### src/rtl/bootrec_pkg.sv
package bootrec_pkg;

  // Boot-record bytes that are retained, by slot number
  localparam int SL_JMP    = 0;
  localparam int SL_NOP    = 1;
  localparam int SL_BPS_LO = 2;
  localparam int SL_BPS_HI = 3;
  localparam int SL_SPC    = 4;
  localparam int SL_RSV_LO = 5;
  localparam int SL_RSV_HI = 6;
  localparam int SL_NFAT   = 7;
  localparam int SL_ENT_LO = 8;
  localparam int SL_ENT_HI = 9;
  localparam int SL_MEDIA  = 10;
  localparam int SL_SPF_LO = 11;
  localparam int SL_SPF_HI = 12;
  localparam int NSLOT     = 13;

  localparam logic [7:0] JMP_OPCODE = 8'hEB;
  localparam logic [7:0] NOP_OPCODE = 8'h90;
  localparam int DIR_ENT_BYTES = 32;

  // Byte position inside the sector for each slot
  function automatic int slot_offset(input int s);
    case (s)
      SL_JMP:    return 0;
      SL_NOP:    return 2;
      SL_BPS_LO: return 11;
      SL_BPS_HI: return 12;
      SL_SPC:    return 13;
      SL_RSV_LO: return 14;
      SL_RSV_HI: return 15;
      SL_NFAT:   return 16;
      SL_ENT_LO: return 17;
      SL_ENT_HI: return 18;
      SL_MEDIA:  return 21;
      SL_SPF_LO: return 22;
      default:   return 23;
    endcase
  endfunction

endpackage

### src/rtl/bootrec_byte_slot.sv
module bootrec_byte_slot #(
  parameter int IDX_W  = 9,
  parameter int OFFSET = 0
) (
  input  logic             clk,
  input  logic             rst,
  input  logic             clear,
  input  logic             take,
  input  logic [IDX_W-1:0] idx,
  input  logic [7:0]       data,
  output logic [7:0]       q
);

  logic hit;
  assign hit = take && (idx == IDX_W'(OFFSET));

  always_ff @(posedge clk) begin
    if (rst || clear) begin
      q <= 8'h00;
    end else if (hit) begin
      q <= data;
    end
  end


  slot_clear_chk: assert property (@(posedge clk) disable iff (rst)
    clear |=> q == 8'h00);

endmodule

### src/rtl/bootrec_layout_calc.sv
module bootrec_layout_calc
  import bootrec_pkg::*;
#(
  parameter int SECT_BYTES = 512,
  parameter int SECT_W     = 32
) (
  input  logic                  clk,
  input  logic                  rst,
  input  logic                  clear,
  input  logic                  finish,
  input  logic [NSLOT-1:0][7:0] slots,
  output logic                  done,
  output logic                  err,
  output logic [7:0]            spc_q,
  output logic [15:0]           rsv_q,
  output logic [7:0]            nfat_q,
  output logic [15:0]           ent_q,
  output logic [15:0]           spf_q,
  output logic [7:0]            media_q,
  output logic [SECT_W-1:0]     root_start_q,
  output logic [15:0]           root_span_q,
  output logic [SECT_W-1:0]     data_start_q
);

  localparam int ENT_PER_SECT = SECT_BYTES / DIR_ENT_BYTES;
  localparam int ENT_SHIFT    = $clog2(ENT_PER_SECT);

  logic [15:0]       bps_c, rsv_c, ent_c, spf_c;
  logic [7:0]        spc_c, nfat_c;
  logic [23:0]       fat_area_c;
  logic [16:0]       ent_round_c;
  logic [15:0]       span_c;
  logic [SECT_W-1:0] root_c, data_c;
  logic              sig_bad_c, size_bad_c, clus_bad_c, err_c;

  always_comb begin
    bps_c  = {slots[SL_BPS_HI], slots[SL_BPS_LO]};
    rsv_c  = {slots[SL_RSV_HI], slots[SL_RSV_LO]};
    ent_c  = {slots[SL_ENT_HI], slots[SL_ENT_LO]};
    spf_c  = {slots[SL_SPF_HI], slots[SL_SPF_LO]};
    spc_c  = slots[SL_SPC];
    nfat_c = slots[SL_NFAT];

    fat_area_c  = 24'(nfat_c) * 24'(spf_c);
    root_c      = SECT_W'(rsv_c) + SECT_W'(fat_area_c);
    ent_round_c = {1'b0, ent_c} + 17'(ENT_PER_SECT - 1);
    span_c      = 16'(ent_round_c >> ENT_SHIFT);
    data_c      = root_c + SECT_W'(span_c);

    sig_bad_c  = (slots[SL_JMP] != JMP_OPCODE) || (slots[SL_NOP] != NOP_OPCODE);
    size_bad_c = (bps_c != 16'(SECT_BYTES));
    clus_bad_c = (spc_c == 8'h00) || ((spc_c & (spc_c - 8'h01)) != 8'h00) ||
                 (nfat_c == 8'h00);
    err_c      = sig_bad_c || size_bad_c || clus_bad_c;
  end

  always_ff @(posedge clk) begin
    if (rst || clear) begin
      done         <= 1'b0;
      err          <= 1'b0;
      spc_q        <= '0;
      rsv_q        <= '0;
      nfat_q       <= '0;
      ent_q        <= '0;
      spf_q        <= '0;
      media_q      <= '0;
      root_start_q <= '0;
      root_span_q  <= '0;
      data_start_q <= '0;
    end else if (finish) begin
      done         <= 1'b1;
      err          <= err_c;
      spc_q        <= spc_c;
      rsv_q        <= rsv_c;
      nfat_q       <= nfat_c;
      ent_q        <= ent_c;
      spf_q        <= spf_c;
      media_q      <= slots[SL_MEDIA];
      root_start_q <= root_c;
      root_span_q  <= span_c;
      data_start_q <= data_c;
    end
  end


  finish_done_chk: assert property (@(posedge clk) disable iff (rst)
    finish && !clear |=> done);


  root_past_rsv_chk: assert property (@(posedge clk) disable iff (rst)
    done |-> root_start_q >= SECT_W'(rsv_q));


  data_after_root_chk: assert property (@(posedge clk) disable iff (rst)
    done |-> data_start_q >= root_start_q);


  err_needs_done_chk: assert property (@(posedge clk) disable iff (rst)
    err |-> done);

endmodule

### src/rtl/boot_geometry_extract.sv
module boot_geometry_extract
  import bootrec_pkg::*;
#(
  parameter int SECT_BYTES = 512,
  parameter int SECT_W     = 32
) (
  input  logic                          clk,
  input  logic                          rst,
  input  logic                          start,
  input  logic                          byte_valid,
  input  logic [$clog2(SECT_BYTES)-1:0] byte_idx,
  input  logic [7:0]                    byte_data,
  output logic                          geo_done,
  output logic                          geo_err,
  output logic [7:0]                    clus_sectors,
  output logic [15:0]                   rsvd_sectors,
  output logic [7:0]                    fat_count,
  output logic [15:0]                   dir_entries,
  output logic [15:0]                   fat_sectors,
  output logic [7:0]                    media_code,
  output logic [SECT_W-1:0]             root_start,
  output logic [15:0]                   root_span,
  output logic [SECT_W-1:0]             data_start
);

  localparam int IDX_W = $clog2(SECT_BYTES);
  localparam logic [IDX_W-1:0] LAST_IDX = IDX_W'(SECT_BYTES - 1);

  logic                  busy_q;
  logic                  finish_q;
  logic                  take;
  logic                  last_take;
  logic [NSLOT-1:0][7:0] slots;

  assign take      = busy_q && byte_valid && !start;
  assign last_take = take && (byte_idx == LAST_IDX);

  always_ff @(posedge clk) begin
    if (rst) begin
      busy_q   <= 1'b0;
      finish_q <= 1'b0;
    end else if (start) begin
      busy_q   <= 1'b1;
      finish_q <= 1'b0;
    end else begin
      finish_q <= last_take;
      if (last_take) busy_q <= 1'b0;
    end
  end

  for (genvar g = 0; g < NSLOT; g++) begin : g_slot
    bootrec_byte_slot #(
      .IDX_W  (IDX_W),
      .OFFSET (slot_offset(g))
    ) i_slot (
      .clk   (clk),
      .rst   (rst),
      .clear (start),
      .take  (take),
      .idx   (byte_idx),
      .data  (byte_data),
      .q     (slots[g])
    );
  end

  bootrec_layout_calc #(
    .SECT_BYTES (SECT_BYTES),
    .SECT_W     (SECT_W)
  ) i_layout (
    .clk          (clk),
    .rst          (rst),
    .clear        (start),
    .finish       (finish_q),
    .slots        (slots),
    .done         (geo_done),
    .err          (geo_err),
    .spc_q        (clus_sectors),
    .rsv_q        (rsvd_sectors),
    .nfat_q       (fat_count),
    .ent_q        (dir_entries),
    .spf_q        (fat_sectors),
    .media_q      (media_code),
    .root_start_q (root_start),
    .root_span_q  (root_span),
    .data_start_q (data_start)
  );


  start_clears_chk: assert property (@(posedge clk) disable iff (rst)
    start |=> !geo_done && !geo_err && root_start == '0);


  done_late_chk: assert property (@(posedge clk) disable iff (rst)
    last_take |=> !geo_done);


  done_hold_chk: assert property (@(posedge clk) disable iff (rst)
    geo_done && !start |=> geo_done && $stable(data_start) && $stable(geo_err));


  idle_ignore_chk: assert property (@(posedge clk) disable iff (rst)
    !busy_q && !start |=> $stable(slots));

endmodule

### config.mk
export PLATFORM = sky130hd
export DESIGN_NAME = boot_geometry_extract
export DESIGN_NICKNAME = d
export VERILOG_FILES = /design/src/rtl/bootrec_pkg.sv /design/src/rtl/bootrec_byte_slot.sv /design/src/rtl/bootrec_layout_calc.sv /design/src/rtl/boot_geometry_extract.sv
export SDC_FILE = /design/constraint.sdc
export NUM_CORES = 1
export LEC_CHECK = 0
export ABC_CLOCK_PERIOD_IN_PS = 6350
export BUFFER_PORTS_ARGS = -buffer_cell sky130_fd_sc_hd__clkbuf_2
export CELL_PAD_IN_SITES_DETAIL_PLACEMENT = 2
export CELL_PAD_IN_SITES_GLOBAL_PLACEMENT = 2
export CORE_ASPECT_RATIO = 1.1
export CORE_MARGIN = 2
export CORE_UTILIZATION = 34
export DETAILED_ROUTE_END_ITERATION = 16
export PLACE_DENSITY_LB_ADDON = 0.1
export SYNTH_ARGS = -nofsm -noshare
export SYNTH_HDL_FRONTEND = slang
export SYNTH_HIERARCHICAL = 1
export SYNTH_SLANG_ARGS = --single-unit
export TNS_END_PERCENT = 1
### constraint.sdc
create_clock -name clk -period 6.35 [get_ports clk]
set_input_delay 1.27 -clock clk [delete_from_list [all_inputs] [get_ports clk]]
set_output_delay 1.27 -clock clk [all_outputs]
set_load 0.005 [all_outputs]
==> out/summary.log <==
INFO  final_layout   design_area=18300um2
INFO  synthesis      postSynthAreaPerCell=9.23um2
INFO  synthesis      part_of_the_yosys_area_used_for_sequential_elements=0.309
INFO  timing         rsz_0062_raised_after_global_routing=yes
INFO  detailed_routing drtIter0Drc=459
INFO  clock_tree     cts.reportedPaths.clkPinSlew=60ps
INFO  final_layout   num-nets-final=2043
INFO  timing         timing_worst_slew_pin_value=1200ps
INFO  detailed_routing routed_via_density=5.01
INFO  grt            overflow=0
INFO  synthesis      ys_ff_latch=244
INFO  synthesis      synthArstFlopShare=0
INFO  synthesis      synthCells=1712
INFO  floorplan      die_x=210um
INFO  critical_path  worst-path-max-fanout=7
INFO  floorplan      dieHeight=230um
INFO  clock_tree     htree_num_levels=1
INFO  synthesis      synth_edf_count=0
INFO  floorplan      initial_utilization=0.345
INFO  timing         fmax=0.165GHz
INFO  final_layout   post_route_cells_drive_above_1_share=0.168
INFO  placement      dp_hpwl=36.3mm
INFO  synthesis      synthTopCellsByArea=dfxtp_1 (31%), mux2i_1 (14%), fa_1 (13%)
INFO  power_and_ir_drop design_power_total=0.00348W
INFO  power_and_ir_drop fraction_of_power_consumed_by_combinational_cells=0.034
INFO  synthesis      synthDistinctLibCells=81
INFO  detailed_routing totalWireLength=49.0mm
INFO  detailed_routing drc=0
INFO  floorplan      total_die_area=48200um2
INFO  final_layout   finalCoreUtilization=0.399
INFO  synthesis      yosys_most_used_dff=dfxtp_1
INFO  power_and_ir_drop ir_worst_vdd=0.212mV
INFO  final_layout   growth_of_design_area_from_synthesis_to_finish=15.5%
INFO  final_layout   diodes=0
INFO  timing         final-setup-viol-count=0
INFO  grt            maximum_number_of_pins_on_one_net_before_global_route_repair=145
INFO  power_and_ir_drop cell_internal_pwr=0.00266W
INFO  power_and_ir_drop powerDensity=191nW/um2
INFO  floorplan      number_of_standard_cell_rows_in_the_floorplan=82
INFO  synthesis      most_used_standard_cell_by_instance_count_after_synthesis=nand2_1
INFO  synthesis      synth_commonest_cells=nand2_1 (295), dfxtp_1 (244), mux2i_1 (222)
INFO  synthesis      synth_largest_type_area_fraction=0.309
INFO  grt            number_of_antenna_violations_at_the_first_check_in_global_routing=0
INFO  power_and_ir_drop total_switching_power=0.000820W
INFO  timing         relSlewSlack=0.177
INFO  critical_path  worst_setup_path_end_kind=flip-flop
INFO  worst_hold_path timing.hold.worst.class=reg2reg
INFO  power_and_ir_drop proportion_of_power_drawn_by_the_clock_network=0.526
INFO  placement      routabilityCongestion=0.810
INFO  run_status     outcome=finished clean
INFO  grt            global_route_wire_length_before_repair=77.7mm
INFO  critical_path  timing.critical_path.from_type=flip-flop
INFO  floorplan      fp.coreArea=45800um2
INFO  synthesis      synth-warning-count=6
INFO  clock_tree     cell_at_the_root_of_the_clock_tree=clkbuf_16
INFO  floorplan      num_io_pins=175
INFO  critical_path  timing.setup.critical_path_class=reg2reg
INFO  timing         timing.clock.skew=22.4ps
INFO  detailed_routing vias=12400
INFO  timing         finalWorstPathRequiredPeriod=6050ps
INFO  placement      dpl-instance-area=17100um2
INFO  timing         slew_violations=0
INFO  critical_path  required=6810ps
INFO  clock_tree     cts_buffers=30
INFO  power_and_ir_drop pwr-share-seq=0.440
INFO  clock_tree     cts-root-to-sink-buffers=3
INFO  power_and_ir_drop p_leak=8.19nW
INFO  power_and_ir_drop p_sw_frac=0.236
INFO  clock_tree     clock_latency=590ps
INFO  grt            track_usage=0.202
INFO  clock_tree     tritoncts_clock_tree=done
INFO  clock_tree     clock_sink_count=244
INFO  critical_path  worst-endpoint-arrival=6510ps
INFO  placement      io_buffer_count=158
INFO  grt            vias_in_the_first_global_route=13500
INFO  detailed_routing wire_per_inst=19.8um
INFO  synthesis      synth_top_area_cell=dfxtp_1
INFO  timing         period_share=0.952
INFO  timing         timing.setup.tns=0ps
INFO  detailed_routing drt_pass1_iterations=4
INFO  timing         final-hold-violation-count=0
INFO  detailed_routing number_of_antenna_violating_nets_in_the_routed_design=0
INFO  job            max_cap_viol_count=0
INFO  synthesis      cell_area_synth=15800um2
==> cell type report <==
class	count	area, um2
Timing Repair Buffer	191	1050
Clock inverter	12	184
Tap cell	588	736
Sequential cell	244	4900
Multi-Input combinational cell	1243	9960
Fill cell	5080	27500
Inverter	150	563
Clock buffer	44	863
==> metrics by stage <==
stage / hold slack (ps) / setup slack [ps] / std cells
floorplan: 433 / 122 / 1727
global placement: 445 / 170 / 2413
detailed placement: 459 / -62.0 / 2413
CTS: 469 / 23.0 / 2469
global route: 491 / -57.1 / 2472
finish: 462 / 302 / 2472
==> critical path, cell delays in order, from the launching register on <==
cell and delay [ps]:
dfxtp_1 330, buf_4 170, and2_1 170, fa_1 460, fa_1 570, fa_1 450, fa_1 500, ha_1 320
a21o_1 200, a31oi_1 190, nand2_1 120, nand2_1 110, nand2b_1 60, a21oi_1 170, xnor2_1 110, ha_2 390
nand4_1 150, a21oi_2 150, a21oi_2 90, a21oi_2 200, and2_4 180, nand4_1 190, or4_1 460, nand3_1 90
a21oi_1 80
==> power by group through the flow <==
stage                     clock (W)  sequential, W  combinational, W
final                       0.00183        0.00153          0.000118
after global routing        0.00195        0.00153          0.000130
after CTS                   0.00189        0.00153          0.000121
after detailed placement          0        0.00157          0.000120
after global placement            0        0.00157          0.000117
after floorplan                   0        0.00157         0.0000640
==> flip-flops by register name, summed over array words and instances (netlist names) <==
register               count
i_layout/ent_q            16
i_layout/spf_q            16
finish_q                   1
i_layout/spc_q             8
busy_q                     1
i_layout/err               1
i_layout/media_q           8
i_layout/root_span_q      13
i_layout/root_start_q     25
i_layout/data_start_q     26
i_layout/done              1
i_layout/nfat_q            8
g_slot.i_slot/q          104
i_layout/rsv_q            16
==> layout by cell type, fill, tap and decap left out, drive strengths merged, types with 4 or more instances in the layout <==
cell type / Yosys / routed
and4bb: 6 / 6
ha: 61 / 61
fa: 101 / 101
inv: 150 / 151
dfxtp: 244 / 244
a21o: 13 / 13
nand3b: 6 / 6
nor3: 13 / 13
a21oi: 45 / 45
nor4b: 19 / 19
nor2: 177 / 177
bufinv: 0 / 4
buf: 38 / 33
o21bai: 7 / 7
o21a: 5 / 5
and3: 5 / 5
nand4: 12 / 12
xnor2: 34 / 34
nand2b: 6 / 6
nor4: 12 / 12
and2: 70 / 70
a211oi: 11 / 11
a2111oi: 5 / 5
o31ai: 5 / 5
clkbuf: 52 / 202
nand3: 19 / 19
conb: 1 / 16
nand4b: 4 / 4
mux2i: 222 / 222
a31oi: 6 / 6
o21ai: 20 / 20
nand2: 295 / 295
clkinv: 0 / 6
xor2: 13 / 13
==> cells by family (layout without fill, tap and decap cells) <==
group / Yosys count / in the layout / synth area share
other: 1 / 16 / 0.000237
buffers and inverters: 240 / 397 / 0.0670
flip-flops: 244 / 244 / 0.309
multiplexers: 222 / 222 / 0.141
XOR/XNOR: 47 / 47 / 0.0270
adder cells (fa/ha/maj): 163 / 163 / 0.177
AND/OR/NAND/NOR: 660 / 660 / 0.219
AO/OA/AOI/OAI: 135 / 135 / 0.0602
==> final timing paths <==
check	startpoint	endpoint	slack, ps	cells past startpoint
worst min register to register	g_slot[2].i_slot/q[1]	g_slot[2].i_slot/q[1]	460	2
worst max register to register	g_slot[11].i_slot/q[2]	i_layout/data_start_q[21]	300	24
worst max-delay path	g_slot[11].i_slot/q[2]	i_layout/data_start_q[21]	300	24
worst min-delay path	g_slot[2].i_slot/q[1]	g_slot[2].i_slot/q[1]	460	2
==> per-layer routing <==
metal	track usage	up-vias	part of all wire
li1	-	5903	-
met1	0.272	6278	0.46
met5	0	-	0
met4	0.0359	0	0.013
met3	0.0198	43	0.029
met2	0.356	170	0.49
==> timing repair <==
action	CTS	global route
setup endpoints to repair	4	10
buffers inserted	0	3
pin swaps	0	6
hold buffers	0	0
gates resized for setup	3	16
No activity file was read; power rests on OpenSTA's default activity.
